[config.mk]
export PLATFORM = sky130hd
export DESIGN_NAME = sd_hybrid_adder
export DESIGN_NICKNAME = d
export VERILOG_FILES = /design/src/rtl/sd_pkg.sv /design/src/rtl/sd_ppm_cell.sv /design/src/rtl/sd_out_stage.sv /design/src/rtl/sd_hybrid_adder.sv
export SDC_FILE = /design/constraint.sdc
export NUM_CORES = 1
export LEC_CHECK = 0
export ABC_CLOCK_PERIOD_IN_PS = 2600
export BUFFER_PORTS_ARGS = -buffer_cell sky130_fd_sc_hd__buf_2
export CAP_MARGIN = 20
export CORE_AREA = 2 2 39 41
export DETAILED_ROUTE_END_ITERATION = 8
export DIE_AREA = 0 0 41 43
export PLACE_DENSITY = 0.62
export SETUP_SLACK_MARGIN = 0.5
export SYNTH_ARGS = -nofsm -noshare
export SYNTH_HDL_FRONTEND = slang
export SYNTH_SLANG_ARGS = --single-unit
[constraint.sdc]
create_clock -name clk -period 2.6 [get_ports clk]
set_clock_uncertainty 0.1 [all_clocks]
set_input_delay 0.13 -clock clk [delete_from_list [all_inputs] [get_ports clk]]
set_output_delay 0.13 -clock clk [all_outputs]
set_load 0.005 [all_outputs]
[src/rtl/sd_pkg.sv]
package sd_pkg;

  // Transfer out of one position: set when x+ - x- + y >= 1.
  function automatic logic ppm_xfer(input logic xp, input logic xn, input logic yb);
    return (xp & yb) | (xp & ~xn) | (yb & ~xn);
  endfunction

  // Interim minus bit: set when the local sum is odd.
  function automatic logic ppm_interim(input logic xp, input logic xn, input logic yb);
    return xp ^ xn ^ yb;
  endfunction

endpackage

[src/rtl/sd_ppm_cell.sv]
module sd_ppm_cell
  import sd_pkg::*;
(
  input  logic xp,
  input  logic xn,
  input  logic yb,
  output logic xfer,
  output logic interim_neg
);
  always_comb begin
    xfer        = ppm_xfer(xp, xn, yb);
    interim_neg = ppm_interim(xp, xn, yb);
  end
endmodule

[src/rtl/sd_out_stage.sv]
module sd_out_stage #(
  parameter int WIDTH = 5,
  parameter bit REG   = 1'b1
) (
  input  logic             clk,
  input  logic             rst_n,
  input  logic [WIDTH-1:0] d_pos,
  input  logic [WIDTH-1:0] d_neg,
  output logic [WIDTH-1:0] q_pos,
  output logic [WIDTH-1:0] q_neg
);
  generate
    if (REG) begin : g_reg
      always_ff @(posedge clk) begin
        if (!rst_n) begin
          q_pos <= '0;
          q_neg <= '0;
        end else begin
          q_pos <= d_pos;
          q_neg <= d_neg;
        end
      end
    end else begin : g_comb
      always_comb begin
        q_pos = d_pos;
        q_neg = d_neg;
      end
    end
  endgenerate
endmodule

[src/rtl/sd_hybrid_adder.sv]
module sd_hybrid_adder #(
  parameter int W       = 4,
  parameter bit REG_OUT = 1'b1
) (
  input  logic         clk,
  input  logic         rst_n,
  input  logic [W-1:0] x_pos,
  input  logic [W-1:0] x_neg,
  input  logic [W-1:0] y,
  output logic [W:0]   s_pos,
  output logic [W:0]   s_neg
);
  localparam int SW = W + 1;

  // Per-position events, named for the checker.
  logic [W-1:0]  xfer_w;
  logic [W-1:0]  interim_w;
  logic [SW-1:0] sum_pos_w;
  logic [SW-1:0] sum_neg_w;

  generate
    for (genvar i = 0; i < W; i++) begin : g_cell
      sd_ppm_cell u_cell (
        .xp          (x_pos[i]),
        .xn          (x_neg[i]),
        .yb          (y[i]),
        .xfer        (xfer_w[i]),
        .interim_neg (interim_w[i])
      );
    end
  endgenerate

  // Second step: the transfer moves up one place, the interim bit stays put.
  always_comb begin
    sum_pos_w = {xfer_w, 1'b0};
    sum_neg_w = {1'b0, interim_w};
  end

  sd_out_stage #(.WIDTH(SW), .REG(REG_OUT)) u_out (
    .clk   (clk),
    .rst_n (rst_n),
    .d_pos (sum_pos_w),
    .d_neg (sum_neg_w),
    .q_pos (s_pos),
    .q_neg (s_neg)
  );
endmodule

## After elaboration in Yosys (flattened, before gate mapping)

Index checks and enable logic that the tools add are counted.

| word-level totals | value |
|---|---|
| register bits | 10 |
| input bits | 14 |
| word-level logic and storage cells | 36 |

| cells by class | value |
|---|---|
| bitwise gates (word level) | 32 |

Operator list:

| cell | number |
|---|---|
| 1-bit AND | 12 |
| 1-bit bitwise OR | 8 |
| 1-bit XOR | 8 |
| 1-bit inverter | 4 |

## Depth between registers and ports, before layout

| depth | value |
|---|---|
| word-level depth | 4 |
| gate-level depth with buffers | 3 |

## Modules after synthesis

A second synthesis with hierarchy kept.

| second synthesis, totals | value |
|---|---|
| cells, all modules | 33 |
| area, all modules | 376.6 um2 |

Modules (own cells, without submodules):

| module | instances | cells each | area an instance (um2) | sequential area each (um2) |
|---|---|---|---|---|
| sd_out_stage | 1 | 20 | 262.8 | 200.2 |
| sd_ppm_cell | 4 | 3 | 27.5 | 0.0 |
| sd_hybrid_adder | 1 | 1 | 3.8 | 0.0 |

## Worst setup path before layout

Ideal clock, no wire load.

| timing | value |
|---|---|
| path kind | in2reg |
| start | input port y[0] |
| end | register u_out.q_neg[0] |
| data arrival time | 0.833 ns |
| data required time | 2.384 ns |
| setup slack | 1.552 ns |
| cell stages on the path | 2 |
| cells stage by stage | fa_1 -> and2b_2 |

| between the ends | value |
|---|---|
| longest elaborated chain between the ends | 1 |

RTL lines:

| element | line | text |
|---|---|---|
| start, declared | sd_hybrid_adder.sv:9 | `input logic [W-1:0] y,` |
| 1-bit XOR | sd_pkg.sv:10 | `return xp ^ xn ^ yb;` |
| end signal, assigned | sd_out_stage.sv:20 | `q_neg <= d_neg;` |
| end, declared | sd_out_stage.sv:10 | `output logic [WIDTH-1:0] q_neg` |

No other way between the ends.
A chain may end at the register's enable or synchronous reset.

## Worst setup path in the final report

| timing | value |
|---|---|
| start | input port y[3] |
| end | register u_out.q_neg[3] |

The elaborated chain is that of the path after synthesis.

==> metrics.txt <==
CORE AREA=between 1000 and 1500 µm²; Hold/Removal Path Class=in -> reg; top-area cell type share of the netlist area=47.94%; Initial DRC Count=0; grt ovf=0; Avg Vias per Cell=around 3.8; Synth Flop Type=dfxtp_1; Post-CTS Resized=0; I/O Pins=24; IO Port Bufs=21; FFs w/ async S/R, synth=0%; first-pass GRT wire length=814 µm; sequential cell area fraction in the yosys report=47.94%; Critical Path End Type=register; top cells by count, synth=dfxtp_1, and2_1, and2b_2, fa_1, inv_1; pre-CTS setup slack=approximately 1.4 ns; hold buffers post-CTS=0; die width=41 µm; fin crit share=approximately 36%; diode count=0; max-slew violation count=0; FP Rows=14; crit-path cells=buf_2 > fa_1 > and2b_2; layout cell share with drive strength beyond 1=between 50% and 60%; Clock Tree Buf Depth=2; status=completed; area grow syn2layout=40.82%; setup TNS=0 ns; most frequent cell after synthesis=dfxtp_1; worst-path fanout max=1; Area after DPL=about 450 µm²; Leak Pwr=between 0.2 and 0.3 nW; post-synth top area cell=dfxtp_1; Tot GR Track Use=approximately 7.6%; Crit path max-delay family=adder cells; TritonCTS clock tree=done; Num CTS Buffers=3; final setup vio count=0; max_cap viols=0; dpl cells=63; Die Ht=around 43 µm; routed len/inst=8.652 µm; Post-synth EDFFs=0; post-synthesis register bit count=8; final hold vios=0; DRC violations left=0; unrepaired setup endpoints after global routing=false; total wire length=571 µm; Reg clk slew, reported paths=~0.05 ns; Crit-path slowest cell=fa_1; WP data required=~2.6 ns; post-route ant nets=0; Vias=248; max incr delay on CP=around 0.53 ns; largest net degree at the start of global routing=9; Yosys warning count=0; clk root buf=clkbuf_4; Max Clk Rate=1071 MHz; Mapped Avg Cell Area=around 12 µm²; Period minus WS final=between 0.9 and 1 ns; Worst VDD drop=~0.17 mV; drt first pass iters=1; largest cells by area after synthesis=dfxtp_1, fa_1, and2b_2; post-synthesis cell count=27; hpwl dp=~490 µm; Synth cell types=7; GPL Wtd Cong=about 0.57; clock sinks=8; Final Non-Filler Cells=66; DIE AREA=between 1500 and 2000 µm²; Worst Path Buf+Inv=1; initial antenna violation count=0; Setup CP Type=in -> reg; final-stage net count=70; vias in the first global route=250; synthesized area=334.1 µm²; critical path launch point type=primary input; Initial Util=between 20% and 30%; crit path DAT=between 0.9 and 1 ns; Pwr per Cell Area=about 580 nW/µm²; fin worst setup slack=around 1.7 ns; htree depth=1; Post-CTS Setup Bufs=0; Finished Cell Area=between 400 and 500 µm²
## path summary, 6_finish.rpt
| check | from | end | cells past startpoint |
|---|---|---|---|
| worst max-delay path | y[3] | u_out.q_neg[3] | 3 |
| worst min-delay path | rst_n | u_out.q_pos[3] | 2 |
## sequential cells by signal (all words and copies together) (netlist names)
signal,cells
u_out.q_pos,4
u_out.q_neg,4
## cell usage in the layout, fill, tap and decap left out, drive strengths merged
cell    synthesis  routed
dfxtp           8       8
clkbuf          0       3
conb            1       2
and2            4       4
fa              4       4
and2b           4       4
inv             4       4
buf             2      21
## cell type report
| cell class | count | area, µm² |
|---|---|---|
| multi-input combinational | 14 | 147.6 |
| timing repair buffer | 21 | 105.1 |
| inverter | 4 | 15.01 |
| tap | 16 | 20.02 |
| fill | 143 | 913.4 |
| sequential | 8 | 160.2 |
| clock buffer | 3 | 22.52 |
## per-layer routing
| metal | up-vias | wire length, µm | GRT usage (%) |
|---|---|---|---|
| met5 | - | 0 | 0 |
| met4 | 0 | 14 | 8.000 |
| li1 | 118 | - | - |
| met3 | 2 | 82 | 3.141 |
| met1 | 108 | 189 | 5.212 |
| met2 | 20 | 285 | 12.81 |
## report_power, final
group | switching (mW) | internal, mW
clock | 0.0392 | 0.0526
sequential | 0.00211 | 0.134
combinational | 0.0175 | 0.0256
## metrics by stage
stage               total power, mW  hold slack [ns]  util [%]
floorplan                    0.1584           0.1517         -
global placement             0.1807           0.3429     32.37
detailed placement           0.1829           0.3479     32.37
CTS                          0.2788          0.08260     34.00
global route                 0.2908          0.09441     34.00
finish                       0.2705          0.08467     34.00
## cells by family (layout without fill, tap and decap cells)
kind of cell	count (synthesis)	count (layout)	share of synthesized area [%]
and+or+nand+nor	8	8	17.98
adders and majority gates	4	4	23.97
DFF	8	8	47.94
buffers and inverters	6	28	8.986
other	1	2	1.123
(Power assumes the default switching activity.)
